`config.mk`:
```
export PLATFORM = sky130hd
export DESIGN_NAME = seg_xlate
export DESIGN_NICKNAME = d
export VERILOG_FILES = /design/src/rtl/seg_xlate_pkg.sv /design/src/rtl/seg_addr_gen.sv /design/src/rtl/seg_limit_chk.sv /design/src/rtl/seg_rights_chk.sv /design/src/rtl/seg_xlate.sv
export SDC_FILE = /design/constraint.sdc
export NUM_CORES = 1
export LEC_CHECK = 0
export BUFFER_PORTS_ARGS = -buffer_cell sky130_fd_sc_hd__buf_2
export CAP_MARGIN = 40
export CORE_MARGIN = 2
export CORE_UTILIZATION = 52
export DETAILED_ROUTE_END_ITERATION = 7
export HOLD_SLACK_MARGIN = 0.02
export PLACE_DENSITY = 0.82
export SLEW_MARGIN = 20
export SYNTH_ARGS = -nofsm -noshare
export SYNTH_HDL_FRONTEND = slang
export SYNTH_HIERARCHICAL = 1
export SYNTH_SLANG_ARGS = --single-unit
```
`constraint.sdc`:
```
create_clock -name clk -period 4.26 [get_ports clk]
set_clock_uncertainty 0.1 [all_clocks]
set_input_delay 0.639 -clock clk [delete_from_list [all_inputs] [get_ports clk]]
set_output_delay 0.639 -clock clk [all_outputs]
set_load 0.01 [all_outputs]
```
`src/rtl/seg_xlate_pkg.sv`:
```
package seg_xlate_pkg;

   typedef enum logic [1:0] {
      ACC_FETCH = 2'd0,
      ACC_READ  = 2'd1,
      ACC_WRITE = 2'd2,
      ACC_RSVD  = 2'd3
   } acc_kind_e;

   typedef enum logic [1:0] {
      FLT_NONE  = 2'd0,
      FLT_LIMIT = 2'd1,
      FLT_TYPE  = 2'd2,
      FLT_PRIV  = 2'd3
   } fault_e;

endpackage

```
`src/rtl/seg_addr_gen.sv`:
```
module seg_addr_gen #(
   parameter int ADDR_W       = 32,
   parameter int SEG_W        = 16,
   parameter int REAL_SHIFT   = 4,
   parameter bit SHARED_ADDER = 1'b1
) (
   input  logic              prot_mode,
   input  logic [SEG_W-1:0]  seg_value,
   input  logic [ADDR_W-1:0] base,
   input  logic [ADDR_W-1:0] offset,
   output logic [ADDR_W-1:0] lin
);
   localparam int SCALED_W = SEG_W + REAL_SHIFT;

   if (SCALED_W > ADDR_W) begin : g_bad_width
      $error("seg_addr_gen: scaled segment wider than address");
   end

   logic [ADDR_W-1:0] real_base;
   assign real_base = ADDR_W'(seg_value) << REAL_SHIFT;

   if (SHARED_ADDER) begin : g_shared
      logic [ADDR_W-1:0] operand;
      assign operand = prot_mode ? base : real_base;
      assign lin     = operand + offset;
   end else begin : g_split
      logic [ADDR_W-1:0] sum_real;
      logic [ADDR_W-1:0] sum_prot;
      assign sum_real = real_base + offset;
      assign sum_prot = base + offset;
      assign lin      = prot_mode ? sum_prot : sum_real;
   end
endmodule

```
`src/rtl/seg_limit_chk.sv`:
```
module seg_limit_chk #(
   parameter int ADDR_W     = 32,
   parameter int LIMIT_W    = 20,
   parameter int GRAN_SHIFT = 12
) (
   input  logic [LIMIT_W-1:0] limit,
   input  logic               gran,
   input  logic [ADDR_W-1:0]  offset,
   output logic               over
);
   localparam int EFF_W = LIMIT_W + GRAN_SHIFT;

   if (EFF_W > ADDR_W) begin : g_bad_width
      $error("seg_limit_chk: scaled limit wider than address");
   end

   logic [EFF_W-1:0]  eff_narrow;
   logic [ADDR_W-1:0] eff_limit;

   assign eff_narrow = gran ? {limit, {GRAN_SHIFT{1'b1}}}
                            : {{GRAN_SHIFT{1'b0}}, limit};

   if (EFF_W == ADDR_W) begin : g_full
      assign eff_limit = eff_narrow;
   end else begin : g_pad
      assign eff_limit = {{(ADDR_W-EFF_W){1'b0}}, eff_narrow};
   end

   assign over = offset > eff_limit;
endmodule

```
`src/rtl/seg_rights_chk.sv`:
```
module seg_rights_chk
   import seg_xlate_pkg::*;
#(
   parameter int PL_W = 2
) (
   input  logic            is_code,
   input  logic            rw,
   input  logic [PL_W-1:0] dpl,
   input  logic [PL_W-1:0] cpl,
   input  logic [PL_W-1:0] rpl,
   input  acc_kind_e       kind,
   output logic            type_flt,
   output logic            priv_flt
);
   logic [PL_W-1:0] eff_pl;
   logic            data_acc;

   assign eff_pl   = (cpl > rpl) ? cpl : rpl;
   assign data_acc = !is_code && (kind == ACC_READ || kind == ACC_WRITE);

   always_comb begin
      unique case (kind)
         ACC_FETCH: type_flt = !is_code;
         ACC_READ:  type_flt = is_code && !rw;
         ACC_WRITE: type_flt = is_code || !rw;
         default:   type_flt = 1'b1;
      endcase
   end

   assign priv_flt = data_acc && (eff_pl > dpl);
endmodule

```
`src/rtl/seg_xlate.sv`:
```
module seg_xlate
   import seg_xlate_pkg::*;
#(
   parameter int ADDR_W       = 32,
   parameter int SEG_W        = 16,
   parameter int LIMIT_W      = 20,
   parameter int GRAN_SHIFT   = 12,
   parameter int REAL_SHIFT   = 4,
   parameter int PL_W         = 2,
   parameter bit SHARED_ADDER = 1'b1
) (
   input  logic               clk,
   input  logic               rst_n,
   input  logic               req_vld,
   input  logic               prot_mode,
   input  logic [SEG_W-1:0]   seg_value,
   input  logic [ADDR_W-1:0]  desc_base,
   input  logic [LIMIT_W-1:0] desc_limit,
   input  logic               desc_gran,
   input  logic               desc_code,
   input  logic               desc_rw,
   input  logic [PL_W-1:0]    desc_dpl,
   input  logic [ADDR_W-1:0]  offset,
   input  logic [1:0]         acc_kind,
   input  logic [PL_W-1:0]    cur_pl,
   output logic [ADDR_W-1:0]  lin_addr,
   output logic               addr_ok,
   output logic               fault,
   output logic [1:0]         fault_code
);
   if (SEG_W < PL_W) begin : g_bad_sel
      $error("seg_xlate: segment value too narrow for privilege field");
   end

   logic [ADDR_W-1:0] lin_c;
   logic              over_c;
   logic              type_c;
   logic              priv_c;
   fault_e            code_c;

   seg_addr_gen #(
      .ADDR_W(ADDR_W), .SEG_W(SEG_W), .REAL_SHIFT(REAL_SHIFT),
      .SHARED_ADDER(SHARED_ADDER)
   ) u_addr (
      .prot_mode(prot_mode), .seg_value(seg_value), .base(desc_base),
      .offset(offset), .lin(lin_c)
   );

   seg_limit_chk #(
      .ADDR_W(ADDR_W), .LIMIT_W(LIMIT_W), .GRAN_SHIFT(GRAN_SHIFT)
   ) u_limit (
      .limit(desc_limit), .gran(desc_gran), .offset(offset), .over(over_c)
   );

   seg_rights_chk #(.PL_W(PL_W)) u_rights (
      .is_code(desc_code), .rw(desc_rw), .dpl(desc_dpl), .cpl(cur_pl),
      .rpl(seg_value[PL_W-1:0]), .kind(acc_kind_e'(acc_kind)),
      .type_flt(type_c), .priv_flt(priv_c)
   );

   // Priority: limit, then type/access, then privilege
   always_comb begin
      if (!prot_mode)  code_c = FLT_NONE;
      else if (over_c) code_c = FLT_LIMIT;
      else if (type_c) code_c = FLT_TYPE;
      else if (priv_c) code_c = FLT_PRIV;
      else             code_c = FLT_NONE;
   end

   always_ff @(posedge clk) begin
      if (!rst_n) begin
         lin_addr   <= '0;
         addr_ok    <= 1'b0;
         fault      <= 1'b0;
         fault_code <= FLT_NONE;
      end else begin
         addr_ok    <= 1'b0;
         fault      <= 1'b0;
         fault_code <= FLT_NONE;
         if (req_vld) begin
            lin_addr   <= lin_c;
            addr_ok    <= (code_c == FLT_NONE);
            fault      <= (code_c != FLT_NONE);
            fault_code <= code_c;
         end
      end
   end

   // valid and fault never together
   a_r9_ok_fault_excl: assert property (@(posedge clk) disable iff (!rst_n)
      !(addr_ok && fault));

   // reason code nonzero exactly when faulting
   a_r9_code_matches_flag: assert property (@(posedge clk) disable iff (!rst_n)
      fault == (fault_code != 2'd0));

   // no request means quiet flags next cycle
   a_r9_idle_quiet: assert property (@(posedge clk) disable iff (!rst_n)
      !req_vld |=> (!addr_ok && !fault));

   // segment-scaled mode never faults and adds segment*16
   a_r1_real_addr: assert property (@(posedge clk) disable iff (!rst_n)
      (req_vld && !prot_mode) |=>
         (addr_ok && lin_addr == $past((ADDR_W'(seg_value) * ADDR_W'(16)) + offset)));

   // descriptor mode address is base plus offset
   a_r2_prot_addr: assert property (@(posedge clk) disable iff (!rst_n)
      (req_vld && prot_mode) |=> lin_addr == $past(desc_base + offset));

   // byte-granular offset beyond limit reports a limit fault
   a_r3_byte_limit: assert property (@(posedge clk) disable iff (!rst_n)
      (req_vld && prot_mode && !desc_gran && offset > ADDR_W'(desc_limit)) |=>
         (fault && fault_code == 2'd1));
endmodule

```
==> run metrics <==
synth unique cells=59; Power Dens Cells=239 nW/um^2; die outline area=9420 sq um; Hold Vio Cnt, Final=0; largest net degree at the start of global routing=35; Placed Area=5280 sq um; most common cell after layout, fill and taps aside=buf_2; Async S/R FF share, synth=0; RSZ-0062 raised after global routing=false; pre-CTS setup slack=311 ps; Yosys Warn Count=6; main combinational cell family by area after synthesis=simple AND/OR/NAND/NOR gates; setup TNS=0 ps; vias=4627; initial core utilization=0.543; share of the yosys chip area belonging to registers=0.160; outcome=finished, final reports clean; IO Count=149; die width=97.1 microns; final-report max-slew violation count=0; Sequential Power Share=0.308; ant diodes=0; Critical Path RT=4340 ps; Finished Layout Cells=787; Vias/cell=5.88; CTS sink count=36; Tot GR Track Use=0.266; Area Growth Syn to Fin=18.8%; mux contribution to synthesized area=0.131; Tcrit/Tclk final=0.885; Final min period=3770 ps; Pint=778 uW; Setup crit start kind=primary input; Sw Pwr=501 uW; FILL cells=710; Slew HR=0.554; Max Root-Sink Buffers=2; Area contributors post-synth=ha_1 (20%), dfxtp_1 (16%), mux2i_1 (9.1%), a21oi_1 (5.9%), nor2b_1 (5.6%); post-CTS sizing=0; fin area=5350 sq um; drt wl/cell=16.4 microns; Peak VDD IR=0.000142 V; maxcap violations=0; TritonCTS clock tree=built; Most common cell on crit path=a31oi_1; critical path's slowest cell=o311ai_1; clock share of power=0.181; Slowest Stage Delay on Critical Path=530 ps; Die Y-Extent=97.1 microns; share of cells above drive strength 1=0.270; worst-path fanout max=15; worst min path class=register to register; CTS Hold Buffers Added=0; H-tree levels=2; Setup Buffers After CTS=0; WP data arrival=3850 ps; Post-Synth Simple-Gate Area=0.213; nets=870; grt ovf=0; later-pin clock latency in the skew report=280 ps; initial antenna violation count=2; IO buf count=148; vias in the first global route=4493; syn avg cell area=8.26 sq um; Pleak=2.67 nW; endpoint type of the worst setup path=register; xor-xnor portion of the synthesized cell area=0.0564; Cell Area, Synth=4500 sq um; first-pass GRT wire length=21000 microns; switch share=0.392; most frequent cells in the layout=buf_2 (148), ha_1 (72), a21oi_1 (53); hpwl dp=10600 microns; post-synthesis register bit count=36; FMAX=0.265 GHz; Initial DRT Pass Iterations=5; Post-synth EDFFs=0; initial DRC count=250; R2R setup slack=3490 ps; Routed WL=12900 microns; Final GP Congestion=1.02; top cell type's share of synthesized area=0.200; clk root buf=clkbuf_8; CP Cell Sequence=buf_2 > mux2_2 > ha_1 > nand2_1 > or3_1 > a31oi_1 > o2111ai_1 > o311ai_1 > a31oi_1 > xnor2_1 > mux2i_1 > nor2b_1; core region area=8300 sq um; Cells after DPL=782; post-route ant nets=0; DRC=0; area leader, netlist=ha_1; Gate Count Post-Synth=545; # rows=33; Adder-Cell Fraction of Synth Area=0.205; Crit Path Class=primary input to register; worst slew pin tran=668 ps; Synth Net Count=731; Final WS setup=491 ps; Setup Viol. Count Final=0; Worst-path clk slew=80 ps; most common flop cell mapped by yosys=dfxtp_1; Num CTS Buffers=5; compound-cell area share of the yosys netlist=0.192; Comb pwr share=0.511
[Yosys cell counts, types with 3 or more instances]
master,n
xor2_1,12
nand2_1,39
o211ai_1,5
nand3_1,12
and2_1,16
nand2b_1,4
a221o_1,3
nor3_1,3
nor2_1,40
and4_1,3
nor2b_1,40
and3_1,3
dfxtp_1,36
clkbuf_1,11
buf_12,3
nand4_1,7
nor3b_1,3
o31ai_1,5
a21boi_0,3
mux2_2,16
a21oi_1,53
xnor2_1,17
o21bai_1,3
a211oi_1,6
inv_1,15
ha_1,72
a21o_1,12
a31oi_1,3
o21ai_0,20
mux2i_1,41
o21a_1,3
[sequential cells by signal (all words and copies together) (netlist names)]
name / count
lin_addr: 32
fault_code: 2
addr_ok: 1
fault: 1
[layer usage]
layer | global-route usage | vias to the layer above | wire length [microns]
li1 | - | 2267 | -
met1 | 0.337 | 2102 | 5560
met2 | 0.441 | 228 | 5940
met3 | 0.0683 | 28 | 1200
met4 | 0.0856 | 2 | 229
met5 | 0 | - | 13
[power groups by stage]
| stage | sequential (mW) | clock [mW] | combinational, mW |
|---|---|---|---|
| 2_1_floorplan | 0.419 | 0 | 0.429 |
| 3_3_place_gp | 0.400 | 0 | 0.614 |
| 3_5_place_dp | 0.401 | 0 | 0.640 |
| 4_1_cts | 0.394 | 0.238 | 0.645 |
| 5_1_grt | 0.399 | 0.250 | 0.721 |
| 6_report | 0.394 | 0.231 | 0.654 |
[cell families (layout without fill, tap and decap cells)]
| family | after synthesis | after routing |
|---|---|---|
| XOR/XNOR | 29 | 29 |
| AO/OA/AOI/OAI | 134 | 134 |
| flip-flops | 36 | 36 |
| multiplexers | 57 | 57 |
| adder cells (fa/ha/maj) | 73 | 73 |
| buffers and inverters | 34 | 171 |
| AND/OR/NAND/NOR | 182 | 182 |
[cell type report]
cell class / count / area [sq um] / area share
multi-input cells: 475 / 3590 / 0.671
repair buffers: 151 / 783 / 0.146
flip-flops and latches: 36 / 721 / 0.135
well taps: 105 / 131 / 0.0246
clock buffers: 5 / 68.8 / 0.0129
inverters: 15 / 56.3 / 0.0105
[worst max-delay path, delay by kind of cell]
family | cells | cell delay [ps]
fa+ha+maj | 1 | 390
simple gates | 3 | 590
mux | 2 | 530
compound gates | 4 | 1240
buf+inv | 1 | 290
xor+xnor | 1 | 170
[path summary, 6_finish.rpt]
kind | depth (start not counted) | startpoint | endpoint
max | 12 | prot_mode | lin_addr[30]
min | 2 | lin_addr[9] | lin_addr[9]
max reg2reg | 2 | lin_addr[28] | lin_addr[28]
min reg2reg | 2 | lin_addr[9] | lin_addr[9]
[per-stage QoR]
stage | utilization | hold slack [ps] | total power [mW]
6_report | 0.645 | 416 | 1.28
4_1_cts | 0.645 | 420 | 1.28
5_1_grt | 0.645 | 454 | 1.37
3_3_place_gp | 0.633 | 394 | 1.01
2_1_floorplan | - | 438 | 0.848
3_5_place_dp | 0.636 | 398 | 1.04
(Power assumes the default switching activity.)
